<file path="config.mk">
export PLATFORM = sky130hd
export DESIGN_NAME = irq_remap_unit
export DESIGN_NICKNAME = d
export VERILOG_FILES = /design/src/rtl/irq_remap_pkg.sv /design/src/rtl/irq_remap_index.sv /design/src/rtl/irq_remap_table.sv /design/src/rtl/irq_remap_unit.sv
export SDC_FILE = /design/constraint.sdc
export NUM_CORES = 2
export LEC_CHECK = 0
export BUFFER_PORTS_ARGS = -buffer_cell sky130_fd_sc_hd__buf_2
export CAP_MARGIN = 20
export CORE_MARGIN = 1.5
export CORE_UTILIZATION = 57
export DETAILED_ROUTE_END_ITERATION = 6
export HOLD_SLACK_MARGIN = 0.06
export PLACE_DENSITY = 0.81
export SYNTH_ARGS = -nofsm -noshare
export SYNTH_HDL_FRONTEND = slang
export SYNTH_SLANG_ARGS = --single-unit
</file>
<file path="constraint.sdc">
create_clock -name clk -period 3.2 [get_ports clk]
set_input_delay 0.32 -clock clk [delete_from_list [all_inputs] [get_ports clk]]
set_output_delay 0.32 -clock clk [all_outputs]
set_load 0.02 [all_outputs]
</file>
<file path="src/rtl/irq_remap_pkg.sv">
package irq_remap_pkg;
  typedef enum logic [1:0] {
    FLT_NONE    = 2'd0,
    FLT_INVALID = 2'd1,
    FLT_SPOOF   = 2'd2,
    FLT_RANGE   = 2'd3
  } fault_kind_e;
endpackage

</file>
<file path="src/rtl/irq_remap_index.sv">
module irq_remap_index #(
  parameter int PAY_W   = 16,
  parameter int ENTRIES = 16,
  parameter int IDX_W   = $clog2(ENTRIES)
) (
  input  logic             is_ioapic,
  input  logic [PAY_W-1:0] payload,
  output logic [PAY_W-1:0] raw,
  output logic [IDX_W-1:0] idx,
  output logic             in_range
);
  // Message requests use the low index bits of the data; I/O-controller
  // requests use the full redirection entry number.
  always_comb begin
    raw      = is_ioapic ? payload : {{(PAY_W-IDX_W){1'b0}}, payload[IDX_W-1:0]};
    idx      = raw[IDX_W-1:0];
    in_range = (raw < PAY_W'(ENTRIES));
  end
endmodule

</file>
<file path="src/rtl/irq_remap_table.sv">
module irq_remap_table #(
  parameter int ENTRIES = 16,
  parameter int IDX_W   = $clog2(ENTRIES),
  parameter int DEV_W   = 16,
  parameter int LP_W    = 8,
  parameter int VEC_W   = 8,
  parameter int CNT_W   = 4
) (
  input  logic             clk,
  input  logic             rst_n,
  input  logic             wr_en,
  input  logic [IDX_W-1:0] wr_idx,
  input  logic             wr_valid,
  input  logic [DEV_W-1:0] wr_dev,
  input  logic [LP_W-1:0]  wr_lp,
  input  logic [VEC_W-1:0] wr_vec,
  input  logic [IDX_W-1:0] lk_idx,
  output logic             lk_valid,
  output logic [DEV_W-1:0] lk_dev,
  output logic [LP_W-1:0]  lk_lp,
  output logic [VEC_W-1:0] lk_vec,
  input  logic             rej_en,
  input  logic [IDX_W-1:0] rej_idx,
  input  logic [IDX_W-1:0] rd_idx,
  output logic [CNT_W-1:0] rd_cnt
);
  localparam logic [CNT_W-1:0] CNT_MAX = {CNT_W{1'b1}};

  logic [ENTRIES-1:0]            valid_q;
  logic [ENTRIES-1:0][DEV_W-1:0] dev_q;
  logic [ENTRIES-1:0][LP_W-1:0]  lp_q;
  logic [ENTRIES-1:0][VEC_W-1:0] vec_q;
  logic [ENTRIES-1:0][CNT_W-1:0] cnt_q;

  always_ff @(posedge clk) begin
    if (!rst_n) begin
      valid_q <= '0;
      dev_q   <= '0;
      lp_q    <= '0;
      vec_q   <= '0;
      cnt_q   <= '0;
    end else begin
      for (int i = 0; i < ENTRIES; i++) begin
        if (wr_en && wr_idx == IDX_W'(i)) begin
          valid_q[i] <= wr_valid;
          dev_q[i]   <= wr_dev;
          lp_q[i]    <= wr_lp;
          vec_q[i]   <= wr_vec;
          cnt_q[i]   <= '0;
        end else if (rej_en && rej_idx == IDX_W'(i) && cnt_q[i] != CNT_MAX) begin
          cnt_q[i] <= cnt_q[i] + 1'b1;
        end
      end
    end
  end

  assign lk_valid = valid_q[lk_idx];
  assign lk_dev   = dev_q[lk_idx];
  assign lk_lp    = lp_q[lk_idx];
  assign lk_vec   = vec_q[lk_idx];
  assign rd_cnt   = cnt_q[rd_idx];

  for (genvar g = 0; g < ENTRIES; g++) begin : g_cnt_chk
    // a full counter stays full until its entry is rewritten
    assert_cnt_saturate_R8: assert property (@(posedge clk) disable iff (!rst_n)
      (cnt_q[g] == CNT_MAX && !(wr_en && wr_idx == IDX_W'(g))) |=> cnt_q[g] == CNT_MAX);
    // a write leaves the counter cleared
    assert_wr_clears_R9: assert property (@(posedge clk) disable iff (!rst_n)
      (wr_en && wr_idx == IDX_W'(g)) |=> cnt_q[g] == '0);
  end
endmodule

</file>
<file path="src/rtl/irq_remap_unit.sv">
module irq_remap_unit
  import irq_remap_pkg::*;
#(
  parameter int ENTRIES = 16,
  parameter int DEV_W   = 16,
  parameter int PAY_W   = 16,
  parameter int LP_W    = 8,
  parameter int VEC_W   = 8,
  parameter int CNT_W   = 4,
  localparam int IDX_W  = $clog2(ENTRIES)
) (
  input  logic             clk,
  input  logic             rst_n,
  input  logic             req_valid,
  output logic             req_ready,
  input  logic             req_is_ioapic,
  input  logic [DEV_W-1:0] req_src_id,
  input  logic [PAY_W-1:0] req_payload,
  output logic             out_valid,
  input  logic             out_ready,
  output logic [LP_W-1:0]  out_lp,
  output logic [VEC_W-1:0] out_vec,
  input  logic             cfg_wr_en,
  input  logic [IDX_W-1:0] cfg_wr_idx,
  input  logic             cfg_wr_valid,
  input  logic [DEV_W-1:0] cfg_wr_dev,
  input  logic [LP_W-1:0]  cfg_wr_lp,
  input  logic [VEC_W-1:0] cfg_wr_vec,
  input  logic [IDX_W-1:0] cfg_rd_idx,
  output logic [CNT_W-1:0] cfg_rd_rejects,
  input  logic             fault_clr,
  output logic             fault_valid,
  output logic [1:0]       fault_kind,
  output logic [DEV_W-1:0] fault_src,
  output logic [PAY_W-1:0] fault_idx
);
  logic [PAY_W-1:0] raw_idx;
  logic [IDX_W-1:0] idx;
  logic             in_range;
  logic             ent_valid;
  logic [DEV_W-1:0] ent_dev;
  logic [LP_W-1:0]  ent_lp;
  logic [VEC_W-1:0] ent_vec;
  logic             accept, pass, drop;
  fault_kind_e      kind;

  irq_remap_index #(.PAY_W(PAY_W), .ENTRIES(ENTRIES), .IDX_W(IDX_W)) index_i (
    .is_ioapic (req_is_ioapic),
    .payload   (req_payload),
    .raw       (raw_idx),
    .idx       (idx),
    .in_range  (in_range)
  );

  irq_remap_table #(.ENTRIES(ENTRIES), .IDX_W(IDX_W), .DEV_W(DEV_W), .LP_W(LP_W),
                    .VEC_W(VEC_W), .CNT_W(CNT_W)) table_i (
    .clk      (clk),
    .rst_n    (rst_n),
    .wr_en    (cfg_wr_en),
    .wr_idx   (cfg_wr_idx),
    .wr_valid (cfg_wr_valid),
    .wr_dev   (cfg_wr_dev),
    .wr_lp    (cfg_wr_lp),
    .wr_vec   (cfg_wr_vec),
    .lk_idx   (idx),
    .lk_valid (ent_valid),
    .lk_dev   (ent_dev),
    .lk_lp    (ent_lp),
    .lk_vec   (ent_vec),
    .rej_en   (drop && in_range),
    .rej_idx  (idx),
    .rd_idx   (cfg_rd_idx),
    .rd_cnt   (cfg_rd_rejects)
  );

  // Priority of checks: range, then valid bit, then ownership.
  always_comb begin
    if (!in_range)                kind = FLT_RANGE;
    else if (!ent_valid)          kind = FLT_INVALID;
    else if (ent_dev != req_src_id) kind = FLT_SPOOF;
    else                          kind = FLT_NONE;
  end

  assign req_ready = !out_valid || out_ready;
  assign accept    = req_valid && req_ready;
  assign pass      = (kind == FLT_NONE);
  assign drop      = accept && !pass;

  always_ff @(posedge clk) begin
    if (!rst_n) begin
      out_valid <= 1'b0;
      out_lp    <= '0;
      out_vec   <= '0;
    end else if (accept && pass) begin
      out_valid <= 1'b1;
      out_lp    <= ent_lp;
      out_vec   <= ent_vec;
    end else if (out_ready) begin
      out_valid <= 1'b0;
    end
  end

  always_ff @(posedge clk) begin
    if (!rst_n) begin
      fault_valid <= 1'b0;
      fault_kind  <= FLT_NONE;
      fault_src   <= '0;
      fault_idx   <= '0;
    end else if (drop) begin
      fault_valid <= 1'b1;
      fault_kind  <= kind;
      fault_src   <= req_src_id;
      fault_idx   <= raw_idx;
    end else if (fault_clr) begin
      fault_valid <= 1'b0;
      fault_kind  <= FLT_NONE;
    end
  end

  // a validated request produces an output next cycle
  assert_fwd_R3: assert property (@(posedge clk) disable iff (!rst_n)
    (accept && pass) |=> out_valid);
  // a dropped request never reaches the output
  assert_drop_quiet_R4: assert property (@(posedge clk) disable iff (!rst_n)
    drop |=> !out_valid);
  // out-of-range entry numbers always record a range fault
  assert_range_fault_R6: assert property (@(posedge clk) disable iff (!rst_n)
    (accept && req_is_ioapic && req_payload >= PAY_W'(ENTRIES)) |=>
      (fault_valid && fault_kind == FLT_RANGE));
  // every drop leaves a fault record
  assert_fault_logged_R7: assert property (@(posedge clk) disable iff (!rst_n)
    drop |=> (fault_valid && fault_kind != FLT_NONE));
  // a stalled output holds its contents
  assert_hold_R10: assert property (@(posedge clk) disable iff (!rst_n)
    (out_valid && !out_ready) |=> (out_valid && $stable(out_lp) && $stable(out_vec)));
endmodule

</file>
Word level (Yosys, flattened, before mapping)
Index checks and enable logic that the tools add are counted.
{"block": "classes", "addsub": 16, "n_lt_le_gt_ge": 3, "n_eq_ne": 47, "mux": 20, "bitwise": 1, "n_reduce_logical": 76}
{"cell": "adder 4 x 1 -> 4 bit, second input constant", "count": 16}
{"cell": "binary-select mux 16 bit (select 4 bit)", "count": 1}
{"cell": "binary-select mux 8 bit (select 4 bit)", "count": 2}
{"cell": "== test 4 bit, second input constant", "count": 16}
{"cell": "inequality test 4 bit, second input constant", "count": 16}
{"cell": "logical AND 1 bit", "count": 52}
{"cell": "== test 4 x 3 -> 1 bit, second input constant", "count": 8}
{"cell": "two-way mux 16 bit", "count": 2}
{"cell": "OR reduction 2 bit", "count": 16}
{"cell": "binary-select mux 4 bit (select 4 bit)", "count": 1}
{"cell": "== test 4 x 2 -> 1 bit, second input constant", "count": 4}
{"cell": "less-than comparator 16 x 5 -> 1 bit, second input constant", "count": 1}
{"cell": "two-way mux 8 bit", "count": 2}
{"cell": "inequality test 16 bit", "count": 1}
{"cell": "less-than comparator 4 x 5 -> 1 bit, second input constant", "count": 2}
{"cell": "two-way mux 2 bit", "count": 5}
{"cell": "== test 4 x 1 -> 1 bit, second input constant", "count": 2}
{"cell": "zero test 4 bit", "count": 2}
{"cell": "two-way mux 1 bit", "count": 5}
{"cell": "binary-select mux 1 bit (select 4 bit)", "count": 1}
{"cell": "two-way mux 4 bit", "count": 1}
{"cell": "nonzero test 2 bit", "count": 2}
{"cell": "zero test 1 bit", "count": 2}
{"cell": "zero test 2 bit", "count": 1}
{"cell": "2 further kinds", "count": 2}
{"block": "word_totals", "regBits": 644, "input_bits": 80, "output_inout_bits": 57, "elab_cells": 250}

Longest topological paths before layout
{"block": "depth", "word_depth": 13, "mapped_depth": 15, "mapped_depth_nobuf": 8}

Cells and area by module
Synthesis repeated with hierarchy kept, for this count alone.
{"block": "hier_totals", "cells_unflattened": 3375, "area_unflattened_um2": 29589.6}
{"module": "irq_remap_table", "instances": 1, "cells_each": 3038, "area_each_um2": 26885.8, "seq_area_each_um2": 11851.4}
{"module": "irq_remap_unit", "instances": 1, "cells_each": 312, "area_each_um2": 2524.9, "seq_area_each_um2": 1041.0}
{"module": "irq_remap_index", "instances": 1, "cells_each": 25, "area_each_um2": 178.9, "seq_area_each_um2": 0.0}

Least setup slack after synthesis
No wires, ideal clock.
{"block": "synth_timing", "path_type": "input-to-reg", "from": "input port req_payload[3]", "to": "register table_i.cnt_q[7] in the netlist's numbering", "setup_time_ps": 70, "arrival_ps": 2771, "t_required_ps": 3130, "path_slack_ps": 359, "path_stages": 13, "n_path_buf": 5, "path_cell_list": "buf_4 > buf_8 > buf_4 > mux4_2 > a22oi_1 > nand2_1 > xnor2_1 > o2111a_1 > o2111a_1 > buf_6 > buf_6 > or4_1 > a21oi_1"}
{"block": "synth_via", "elab_chain_cells": 13, "word_cells_on_any_way": 17, "cone_classes": "order compare: 1; eq/ne: 2; mux: 8; reduce/logical: 6"}
{"item": "start, declared", "line_no": "irq_remap_unit.sv:18", "rtl": "input logic [PAY_W-1:0] req_payload,"}
{"item": "two-way mux 16 bit *", "line_no": "irq_remap_index.sv:15", "rtl": "raw = is_ioapic ? payload : {{(PAY_W-IDX_W){1'b0}}, payload[IDX_W-1:0]};"}
{"item": "binary-select mux 16 bit (select 4 bit)", "line_no": "irq_remap_table.sv:58", "rtl": "assign lk_dev = dev_q[lk_idx];"}
{"item": "two-way mux 16 bit (not written as such)", "line_no": "irq_remap_table.sv:58"}
{"item": "inequality test 16 bit", "line_no": "irq_remap_unit.sv:80", "rtl": "else if (ent_dev != req_src_id) kind = FLT_SPOOF;"}
{"item": "two-way mux 2 bit", "line_no": "irq_remap_unit.sv:80"}
{"item": "two-way mux 2 bit", "line_no": "irq_remap_unit.sv:79", "rtl": "else if (!ent_valid) kind = FLT_INVALID;"}
{"item": "two-way mux 2 bit", "line_no": "irq_remap_unit.sv:78", "rtl": "if (!in_range) kind = FLT_RANGE;"}
{"item": "zero test 2 bit", "line_no": "irq_remap_unit.sv:86", "rtl": "assign pass = (kind == FLT_NONE);"}
{"item": "zero test 1 bit", "line_no": "irq_remap_unit.sv:87", "rtl": "assign drop = accept && !pass;"}
{"item": "logical AND 1 bit", "line_no": "irq_remap_unit.sv:87"}
{"item": "logical AND 1 bit", "line_no": "irq_remap_unit.sv:70", "rtl": ".rej_en (drop && in_range),"}
{"item": "logical AND 1 bit * (2 in series)", "line_no": "irq_remap_table.sv:50", "rtl": "end else if (rej_en && rej_idx == IDX_W'(i) && cnt_q[i] != CNT_MAX) begin"}
{"item": "end signal, assigned by index", "line_no": "irq_remap_table.sv:51", "rtl": "cnt_q[i] <= cnt_q[i] + 1'b1;"}
{"item": "end, declared", "line_no": "irq_remap_table.sv:33", "rtl": "logic [ENTRIES-1:0][CNT_W-1:0] cnt_q;"}
Every way passes the cells marked *; elsewhere a longest branch is shown, timed or not. The select of a mux whose other input is x is not followed.
A chain may end at the register's enable or synchronous reset.

Worst setup path in the final report
{"block": "layout_timing", "from": "register table_i.dev_q[120] in the netlist's numbering", "to": "register out_lp[2]"}
{"block": "layout_via", "elab_chain_cells": 8}
{"item": "start, declared", "line_no": "irq_remap_table.sv:30", "rtl": "logic [ENTRIES-1:0][DEV_W-1:0] dev_q;"}
{"item": "start signal, assigned by index", "line_no": "irq_remap_table.sv:46", "rtl": "dev_q[i] <= wr_dev;"}
{"item": "binary-select mux 16 bit (select 4 bit)", "line_no": "irq_remap_table.sv:58"}
{"item": "two-way mux 16 bit (not written as such)", "line_no": "irq_remap_table.sv:58"}
{"item": "inequality test 16 bit", "line_no": "irq_remap_unit.sv:80"}
{"item": "two-way mux 2 bit", "line_no": "irq_remap_unit.sv:80"}
{"item": "two-way mux 2 bit", "line_no": "irq_remap_unit.sv:79"}
{"item": "two-way mux 2 bit", "line_no": "irq_remap_unit.sv:78"}
{"item": "zero test 2 bit", "line_no": "irq_remap_unit.sv:86"}
{"item": "logical AND 1 bit", "line_no": "irq_remap_unit.sv:94", "rtl": "end else if (accept && pass) begin"}
{"item": "end signal, assigned", "line_no": "irq_remap_unit.sv:96", "rtl": "out_lp <= ent_lp;"}
{"item": "end, declared", "line_no": "irq_remap_unit.sv:21", "rtl": "output logic [LP_W-1:0] out_lp,"}
Every way passes these cells. The select of a mux whose other input is x is not followed.

==> flow_summary_export.csv <==
group,metric,value,unit
clocking,cts.clk_slew.worst_paths,60,ps
placed_design,place.gp.congestion,0.866,
power_and_ir_drop,power_density,504,mW/mm²
clocking,cts_tree,"yes",
sta,fmax,355,MHz
setup_path,cp_num_buf_inv,2,
setup_path,cp.required,3680,ps
status,status,"finished, final reports clean",
setup_path,critPathKind,"reg2reg",
synthesis,synth_cell_type_count,59,
detailed_routing,met2WireLength,41200,µm
die,rows,83,
setup_path,worstSetupStartpoint,"table_i.dev_q[120]",
synthesis,ys_seq_area_frac,0.430,
run,drv_cap,0,
die,die_w,232,µm
setup_path,path_cells,"mux4_2 > mux2i_1 > xor2_1 > nand4_1 > nor4_2 > buf_4 > o211a_2 > nand3_1 > buf_12 > mux2i_1",
setup_path,regToRegSetupSlack,380,ps
placed_design,place_ws,-23.4,ps
finish,final_common_cell,"nand2_1",
setup_path,start_kind,"register",
grt,overflow,0,
clocking,cts_made_buffers,67,
setup_path,cp-endpoint,"out_lp[2]",
synthesis,ys_async_sr_fraction,0,
detailed_routing,routed_wl,89900,µm
sta,slew_violations,0,
setup_path,cpMaxStageDelayCell,"mux4_2",
grt,antenna_found_initial,7,
grt,grt_use_total,0.328,
finish,regArea,0.0129,mm²
die,pin_count,137,
power_and_ir_drop,finalPower,0.0170,W
setup_path,worstPathArrival,3300,ps
die,core-area,0.0516,mm²
synthesis,syn_inst,3367,
sta,fin_crit,2820,ps
detailed_routing,drt-pass1-iter-count,7,
power_and_ir_drop,vdd_drop_max,0.000420,V
sta,rsz0062_at_grt,"false",
clocking,cts_hold_buf,25,
clocking,clock_path_buffers,3,
detailed_routing,antenna_left,0,
finish,area_growth,12.7,%
detailed_routing,vias,25400,
detailed_routing,drcViolationCount,0,
detailed_routing,routed_via_density,6.15,
finish,multi_input_comb_area,0.0158,mm²
setup_path,cp_max_fo,17,
sta,finalSetupViolations,0,
clocking,cts_max_level,3,
setup_path,worstSetupEndpointType,"register",
sta,tightestPinTransition,864,ps
detailed_routing,first_iter_violations,2858,
clocking,ctsResizeCount,0,
detailed_routing,wl_per_cell,21.8,µm
clocking,clock_sinks,644,
die,die_h,232,µm
clocking,clk_latency,620,ps
setup_path,cpMostUsedCell,"mux2i_1",
sta,skew,29.9,ps
die,dieArea,0.0540,mm²
setup_path,r2r_start,"table_i.dev_q[120]",
grt,grt_pass1_vias,24000,
die,initial_core_util,0.581,
synthesis,synth_edf_count,0,
detailed_routing,wl_met1,35200,µm
synthesis,ys_ff_latch,644,
grt,grt_max_degree,151,
sta,fin_crit_sh,0.881,
synthesis,syn-cell-area,0.0300,mm²
synthesis,synth_flop_cell,"dfxtp_1",
synthesis,avgSynthCellArea,8.90,µm²
clocking,postCtsSetupRepairBufs,0,
sta,finalHoldViolCount,0,
setup_path,crit_family,"multiplexers",
finish,final_cell_mix,"1182 x nand2_1, 644 x dfxtp_1, 528 x a21boi_0",
grt,grt_pass1_wl,137000,µm
detailed_routing,wl_met3,8680,µm
detailed_routing,routed.top_layer,"met5",
hold_path,min_path_type,"in2reg",
sta,holdWs,80.1,ps
power_and_ir_drop,leakagePower,11.8,nW
sta,finalWorstSetupSlack,381,ps
synthesis,yosysWarnings,0,
setup_path,cpPeakStageDelay,440,ps
setup_path,r2r_cells,10,
setup_path,timing.rr.end,"out_lp[2]",
finish,fillers,4022,
synthesis,syn_nets,3463,
placed_design,port_buffers,136,
finish,fin_nets,3495,
finish,post_route_cells_drive_above_1_share,0.157,
clocking,clock-root-buffer,"clkbuf_16",
setup_path,crit_cells,10,
sta,slew_headroom,0.424,
placed_design,hpwl,53700,µm
[Yosys cell counts, types with 3 or more instances]
master	number	area, µm²
buf_1	8	30.0
nor2b_1	10	62.6
o2111ai_1	5	43.8
xnor2_1	8	70.1
and3_1	7	43.8
or3b_2	10	87.6
mux2i_1	112	1120
buf_2	21	105
a21boi_0	528	3960
clkbuf_1	252	946
a311oi_1	4	35.0
or3_1	19	119
a31oi_1	12	75.1
nand2_1	1194	4480
o22ai_1	4	25.0
nor2_1	20	75.1
nand4_1	3	18.8
ha_1	16	200
dfxtp_1	644	12900
nand3b_1	4	30.0
nand3_1	53	265
mux4_2	144	3240
nor3_1	5	25.0
xor2_1	10	87.6
a21oi_1	65	325
nand2b_1	5	31.3
a22oi_1	18	135
buf_6	19	214
o21ai_1	5	25.0
a22o_1	6	52.6
inv_1	19	71.3
nor4_1	3	18.8
o31ai_1	32	240
or4_1	32	240
or4b_1	5	50.1
o21ai_0	25	125
and2_1	5	31.3
buf_4	7	52.6
[metal layers]
metal	track usage	up-vias
li1	-	11600
met4	0.172	4
met3	0.0637	343
met5	0	-
met2	0.528	1390
met1	0.416	12100
[cells by family (layout without fill, tap and decap cells)]
family | after synthesis | in the layout | share of synthesized area
buffers and inverters | 330 | 408 | 0.0492
adder cells (fa/ha/maj) | 16 | 16 | 0.00668
AND/OR/NAND/NOR | 1381 | 1381 | 0.188
AO/OA/AOI/OAI | 719 | 719 | 0.173
multiplexers | 259 | 259 | 0.147
flip-flops | 644 | 644 | 0.430
other | 0 | 7 | 0
XOR/XNOR | 18 | 18 | 0.00526
[worst reg2reg max path, cell delays in order, from the launching register on]
cell	delay [ps]
dfxtp_1	320
mux4_2	440
mux2i_1	260
xor2_1	200
nand4_1	120
nor4_2	440
buf_4	180
o211a_2	200
nand3_1	130
buf_12	210
mux2i_1	190
[how the worst min path moves through the flow]
stage               depth (start not counted)                 from  slack, ps                   to
floorplan                                   2  table_i.valid_q[13]        440  table_i.valid_q[13]
global route                                3        req_src_id[5]         90         fault_src[5]
global placement                            2        fault_idx[13]        440        fault_idx[13]
detailed placement                          2        fault_idx[10]        450        fault_idx[10]
finish                                      3        req_src_id[5]         80         fault_src[5]
CTS                                         3        req_src_id[5]         70         fault_src[5]
[report_power, final]
part | internal [W] | switching [W] | leakage (nW) | total, W
registers | 0.00813 | 0.0000588 | 5.20 | 0.00819
clock network | 0.00435 | 0.00322 | 1.04 | 0.00757
logic | 0.000481 | 0.000787 | 5.51 | 0.00127
[per-stage QoR]
stage                util  setup TNS [ps]  instance area (µm²)  cells
global placement    0.608               0                31400   3985
global route        0.654               0                33800   4129
CTS                 0.654               0                33700   4125
detailed placement  0.608           -57.6                31400   3985
floorplan               -               0                30000   3367
finish              0.654               0                33800   4132
[sequential cells by signal (all words and copies together), names as in the netlist]
signal and count:
table_i.lp_q 128, fault_kind 2, fault_valid 1, out_vec 8
fault_src 16, table_i.dev_q 256, out_valid 1, out_lp 8
table_i.valid_q 16, table_i.cnt_q 64, table_i.vec_q 128, fault_idx 16
[final cells by class]
class | instances | area share
inverters | 19 | 0.00211
multi-input cells | 2393 | 0.467
well taps | 680 | 0.0252
diodes | 7 | 0.000519
repair buffers | 274 | 0.0612
flip-flops and latches | 644 | 0.382
clock inverters | 12 | 0.00200
clock buffers | 103 | 0.0600
(Power assumes the default switching activity.)
